$ cat config.mk
export PLATFORM = sky130hd
export DESIGN_NAME = fw_version_arbiter
export DESIGN_NICKNAME = d
export VERILOG_FILES = /design/src/rtl/fwarb_pkg.sv /design/src/rtl/fwarb_cmp.sv /design/src/rtl/fwarb_policy.sv /design/src/rtl/fw_version_arbiter.sv
export SDC_FILE = /design/constraint.sdc
export NUM_CORES = 1
export LEC_CHECK = 0
export ABC_CLOCK_PERIOD_IN_PS = 900
export BUFFER_PORTS_ARGS = -buffer_cell sky130_fd_sc_hd__buf_2
export CAP_MARGIN = 15
export CORE_AREA = 10 10 237 239
export DETAILED_ROUTE_END_ITERATION = 12
export DIE_AREA = 0 0 247 249
export SYNTH_ARGS = -nofsm -noshare
export SYNTH_HDL_FRONTEND = slang
export SYNTH_SLANG_ARGS = --single-unit
$ cat constraint.sdc
create_clock -name clk -period 0.9 [get_ports clk]
set_clock_uncertainty 0.2 [all_clocks]
set_input_delay 0.09 -clock clk [delete_from_list [all_inputs] [get_ports clk]]
set_output_delay 0.09 -clock clk [all_outputs]
set_load 0.005 [all_outputs]
$ cat src/rtl/fwarb_pkg.sv
`timescale 1ns/1ps
package fwarb_pkg;
  localparam int unsigned FLD_W   = 8;
  localparam int unsigned SIG_W   = 32;
  localparam int unsigned DWORD_W = 32;
  localparam int unsigned DWORDS  = 4;

  typedef enum logic [1:0] {
    V_INCOMP = 2'b00,
    V_OLDER  = 2'b01,
    V_SAME   = 2'b10,
    V_BETTER = 2'b11
  } verdict_e;

  // MSB first: the digest sits on top, the signature at the bottom
  typedef struct packed {
    logic [DWORDS-1:0][DWORD_W-1:0] digest;
    logic [FLD_W-1:0]               major;
    logic [FLD_W-1:0]               minor;
    logic [FLD_W-1:0]               maint;
    logic [FLD_W-1:0]               patch;
    logic [FLD_W-1:0]               phase;
    logic [FLD_W-1:0]               build;
    logic [SIG_W-1:0]               sig;
  } hdr_t;

  localparam int unsigned HDR_W = $bits(hdr_t);
endpackage

$ cat src/rtl/fwarb_cmp.sv
`timescale 1ns/1ps
module fwarb_cmp
  import fwarb_pkg::*;
(
  input  hdr_t     base_i,
  input  hdr_t     cand_i,
  input  logic     chk_major_i,
  output verdict_e verdict_o
);
  logic [DWORDS-1:0] word_eq;

  for (genvar gi = 0; gi < DWORDS; gi++) begin : g_dig
    assign word_eq[gi] = (base_i.digest[gi] == cand_i.digest[gi]);
  end

  logic dig_eq, core_eq, rev_eq, bad_major, base_rel, cand_rel;

  always_comb begin
    dig_eq    = &word_eq;
    core_eq   = (base_i.sig   == cand_i.sig)   && (base_i.major == cand_i.major) &&
                (base_i.minor == cand_i.minor) && (base_i.maint == cand_i.maint);
    rev_eq    = (base_i.patch == cand_i.patch) && (base_i.phase == cand_i.phase) &&
                (base_i.build == cand_i.build);
    bad_major = chk_major_i && ((cand_i.major == '0) || (cand_i.major == '1));
    base_rel  = (base_i.phase == '0) && (base_i.build == '0);
    cand_rel  = (cand_i.phase == '0) && (cand_i.build == '0);

    if (!core_eq || bad_major || (rev_eq && !dig_eq)) verdict_o = V_INCOMP;
    else if (cand_i.patch > base_i.patch)             verdict_o = V_BETTER;
    else if (cand_i.patch < base_i.patch)             verdict_o = V_OLDER;
    else if (base_rel)                                verdict_o = cand_rel ? V_SAME : V_OLDER;
    else if (cand_rel)                                verdict_o = V_BETTER;
    else if (cand_i.phase > base_i.phase)             verdict_o = V_BETTER;
    else if (cand_i.phase < base_i.phase)             verdict_o = V_OLDER;
    else if (cand_i.build > base_i.build)             verdict_o = V_BETTER;
    else if (cand_i.build < base_i.build)             verdict_o = V_OLDER;
    else                                              verdict_o = V_SAME;
  end
endmodule

$ cat src/rtl/fwarb_policy.sv
`timescale 1ns/1ps
module fwarb_policy
  import fwarb_pkg::*;
(
  input  verdict_e load_vs_builtin_i,
  input  verdict_e flash_vs_load_i,
  output logic     accept_o
);
  always_comb begin
    if (load_vs_builtin_i == V_INCOMP || load_vs_builtin_i == V_OLDER) accept_o = 1'b0;
    else if (flash_vs_load_i == V_BETTER)                               accept_o = 1'b0;
    else if (flash_vs_load_i == V_SAME)                                 accept_o = 1'b1;
    else                                       accept_o = (load_vs_builtin_i == V_SAME);
  end
endmodule

$ cat src/rtl/fw_version_arbiter.sv
`timescale 1ns/1ps
module fw_version_arbiter
  import fwarb_pkg::*;
(
  input  logic             clk,
  input  logic             rst_n,
  input  logic             start_i,
  input  logic             policy_i,
  input  logic             cand_flash_i,
  input  logic [HDR_W-1:0] base_hdr_i,
  input  logic [HDR_W-1:0] cand_hdr_i,
  input  logic [HDR_W-1:0] flash_hdr_i,
  output logic             valid_o,
  output logic [1:0]       verdict_o,
  output logic             accept_o
);
  localparam int unsigned SYNC_STAGES = 2;

  logic [SYNC_STAGES-1:0] rst_pipe;
  logic                   rst_sync_n;

  always_ff @(posedge clk or negedge rst_n) begin
    if (!rst_n) rst_pipe <= '0;
    else        rst_pipe <= {rst_pipe[SYNC_STAGES-2:0], 1'b1};
  end
  assign rst_sync_n = rst_pipe[SYNC_STAGES-1];

  hdr_t     base_h, cand_h, flash_h;
  verdict_e prim_v, flash_v;
  logic     pol_accept;

  assign base_h  = base_hdr_i;
  assign cand_h  = cand_hdr_i;
  assign flash_h = flash_hdr_i;

  fwarb_cmp u_cmp_prim (
    .base_i      (base_h),
    .cand_i      (cand_h),
    .chk_major_i (cand_flash_i & ~policy_i),
    .verdict_o   (prim_v)
  );

  fwarb_cmp u_cmp_flash (
    .base_i      (cand_h),
    .cand_i      (flash_h),
    .chk_major_i (1'b1),
    .verdict_o   (flash_v)
  );

  fwarb_policy u_policy (
    .load_vs_builtin_i (prim_v),
    .flash_vs_load_i   (flash_v),
    .accept_o          (pol_accept)
  );

  logic       valid_q, valid_d;
  logic [1:0] verdict_q, verdict_d;
  logic       accept_q, accept_d;

  always_comb begin
    valid_d   = start_i;
    verdict_d = verdict_q;
    accept_d  = accept_q;
    if (start_i) begin
      verdict_d = prim_v;
      accept_d  = policy_i & pol_accept;
    end
  end

  always_ff @(posedge clk or negedge rst_sync_n) begin
    if (!rst_sync_n) begin
      valid_q   <= 1'b0;
      verdict_q <= 2'b00;
      accept_q  <= 1'b0;
    end else begin
      valid_q   <= valid_d;
      verdict_q <= verdict_d;
      accept_q  <= accept_d;
    end
  end

  assign valid_o   = valid_q;
  assign verdict_o = verdict_q;
  assign accept_o  = accept_q;
endmodule

==> metrics.csv <==
stage;metric;value;unit
run_status;status;finished with violations;
run_status;failing checks;hold timing, setup timing;
placement;DPL Wire Length;50.0;mm
setup_path;WS Path Type;in -> reg;
route;Post-Route WL;51.9;mm
finish;synthesis-to-finish area growth;104;%
global_routing;aggregate global-route resource usage;0.158;
finish;design area;11700;µm²
sta;setup violators final;7;
die;initial core utilization;0.112;
die;die area;61500;µm²
cts;CTS Hold Bufs;1;
die;die width;247;µm
die;Site Rows;83;
power_and_ir_drop;Psw;2.83;mW
synthesis;#FFs+latches synth;6;
cts;clock tree buffer depth;2;
global_routing;grt total ovfl;0;
power_and_ir_drop;static leakage;5.80;nW
power_and_ir_drop;internal power;3.66;mW
die;I/O Pins;633;
synthesis;top_reg_cell synth;dfrtp_1;
placement;routability cong.;0.973;
route;Initial DRC Count;348;
sta;Slew Viols, Final;0;
finish;NumNets Final;2241;
global_routing;initial antenna violation count;27;
power_and_ir_drop;pwr dens;554;nW/µm²
finish;fraction of layout cells with a size suffix above 1;0.562;
sta;Slew HR;0.536;
power_and_ir_drop;combinational power share;0.847;
sta;hold slack;-0.132;ns
synthesis;mux share of post-synthesis cell area;0;
setup_path;Worst EP arrival;2.30;ns
sta;unrepaired setup endpoints after global routing;true;
power_and_ir_drop;Reg power frac;0.044;
synthesis;Seq/Total Area, Yosys;0.0262;
finish;Final Core Density;0.229;
sta;FMAX;423;MHz
setup_path;critical path launch point;base_hdr_i[103];
cts;H-tree depth;1;
route;post-route ant nets;0;
synthesis;yosys warns;0;
power_and_ir_drop;Sw Ratio;0.435;
synthesis;average size of a mapped cell;7.99;µm²
synthesis;syn nets;1395;
synthesis;Synth cell types;40;
global_routing;first-pass GRT wire length;68.7;mm
synthesis;cell count after synthesis;718;
route;DR vias/cell;3.86;
global_routing;vias in the first global route;9719;
sta;Period Utilization, post-route;2.63;
die;Core ar.;51200;µm²
finish;most frequent cells in the layout;625 x buf_2, 207 x xor2_1, 205 x buf_4, 153 x xnor2_1, 71 x nand4_1;
setup_path;crit path max fanout;2;
power_and_ir_drop;peak supply drop;0.000482;V
setup_path;reg2reg start;verdict_o[0]$_DFFE_PN0P_;
synthesis;Compound-Gate Fraction of Synth Area;0.0648;
synthesis;Post-Synth XOR/XNOR Area;0.557;
cts;CTS tree;yes;
cts;CTS clock-pin slew for the worst setup and hold paths;0.03;ns
sta;TNS Setup;-4.84;ns
route;via count;8679;
synthesis;area share of and/or/nand/nor cells after synthesis;0.211;
setup_path;critical path capture point type;register;
finish;Multi-input gate area;5610;µm²
finish;most common cell after layout, fill and taps aside;buf_2;
synthesis;Syn Std Cell Area;5730;µm²
placement;dpl cell area;11400;µm²
synthesis;combinational family with the most area after synthesis;XOR/XNOR gates;
hold_path;worst min-delay path category;reg -> async;
sta;Fin. Hold Viols;6;
sta;crit path time final;2.37;ns
setup_path;Reg2Reg Depth;2;
sta;final worst setup slack;-1.47;ns
die;Die H;249;µm
cts;clock insertion delay at the later pin of the skew report;0.23;ns
placement;PortBufs;632;
route;DR DRC count;0;
run;maxcap violations;0;
cts;CTS Buf Count;3;
finish;Filler cells;5848;
synthesis;Synth Area in Adders;0.105;
route;DR pass1 iterations;6;
setup_path;Setup crit start kind;primary input;
cts;CTS root buffer;clkbuf_16;
synthesis;Async S/R FF share, synth;1.00;
global_routing;largest net degree at the start of global routing;7;
power_and_ir_drop;Clock power frac;0.109;
setup_path;Worst Path Required;0.84;ns
sta;actual slew at the worst max-slew pin;0.689;ns
synthesis;number of synthesized flops with an enable pin;0;
route;wire per inst;23.1;µm
finish;register cell area after layout;150;µm²
cts;clock tree sinks;6;
==> metal layers <==
metal,vias to the layer above,GRT usage,wire length [µm]
met2,501,0.277,25000
met5,-,0,126
li1,4251,-,-
met4,18,0.0496,1690
met1,3827,0.177,20000
met3,82,0.0532,5120
==> power groups by stage <==
stage / Sequential (mW) / Clock [mW] / Combinational, mW
6_report: 0.284 / 0.708 / 5.50
2_1_floorplan: 0.285 / 0 / 1.78
4_1_cts: 0.284 / 0.725 / 5.53
3_5_place_dp: 0.288 / 0 / 5.40
3_3_place_gp: 0.287 / 0 / 5.40
5_1_grt: 0.286 / 0.745 / 5.96
==> cells in the mapped netlist (2+ instances only) <==
library cell | instances | share of area
xor2_1 | 211 | 0.32
xnor2_1 | 154 | 0.24
nor4_1 | 78 | 0.085
nand4_1 | 71 | 0.077
inv_1 | 54 | 0.035
ha_1 | 48 | 0.10
a21oi_1 | 18 | 0.016
nor2b_1 | 10 | 0.011
o21ai_0 | 8 | 0.0070
dfrtp_1 | 6 | 0.026
nand3_1 | 6 | 0.0052
a21o_1 | 5 | 0.0065
nand2_1 | 5 | 0.0033
nor2_1 | 5 | 0.0033
o211ai_1 | 5 | 0.0065
nor4_4 | 3 | 0.011
o21a_1 | 3 | 0.0039
o21ai_1 | 3 | 0.0026
a211oi_1 | 2 | 0.0026
and3_1 | 2 | 0.0022
nor4_2 | 2 | 0.0044
==> area by class of cell <==
type                    instances  area share
inverters                      54      0.0180
flip-flops and latches          6      0.0128
repair buffers                841       0.410
well taps                     680      0.0727
multi-input cells             658       0.479
diodes                          4    0.000855
clock buffers                   3     0.00641
==> metrics by stage <==
| stage | worst slack [ns] | cells | total power, mW |
|---|---|---|---|
| after floorplan | -0.925 | 718 | 2.06 |
| after global placement | -2.19 | 2238 | 5.69 |
| after detailed placement | -2.24 | 2238 | 5.69 |
| after CTS | -1.58 | 2242 | 6.54 |
| after global routing | -1.63 | 2244 | 7.00 |
| final | -1.47 | 2246 | 6.49 |
==> sequential cells by signal, summed over array words and instances, names as in the netlist <==
name       flops
accept_o       1
verdict_o      2
rst_pipe       2
valid_o        1
==> critical path, cell delays in order <==
cell and delay (ns):
buf_8 0.11, xor2_4 0.21, nor4_4 0.32, buf_4 0.16, nand4_1 0.28, nor4_2 0.39, a21oi_2 0.15, nor4_4 0.21
nand3_1 0.15, o31ai_2 0.23
==> timing repair <==
action / CTS / global route
setup buffers: 1 / 1
pin swaps: 4 / 4
gates resized for setup: 33 / 10
hold endpoints to repair: 8 / 6
setup endpoints to repair: 7 / 7
==> worst paths after layout <==
path / endpoint / slack (ns)
max reg2reg: verdict_o[0]$_DFFE_PN0P_ / -0.10
max: accept_o$_DFFE_PN0P_ / -1.47
max in group asynchronous: rst_pipe[0]$_DFF_PN0_ / 0.39
min reg2reg: verdict_o[0]$_DFFE_PN0P_ / -0.13
min in group clk: valid_o$_DFF_PN0_ / -0.13
min: verdict_o[0]$_DFFE_PN0P_ / -0.13
==> cell families after synthesis <==
kind of cell,count (synthesis)
other,1
xor gates and xnor gates,365
DFF,6
AOI/OAI and AO/OA,56
and+or+nand+nor,188
adders and majority gates,48
buffers and inverters,54
No activity file was read; power rests on OpenSTA's default activity.
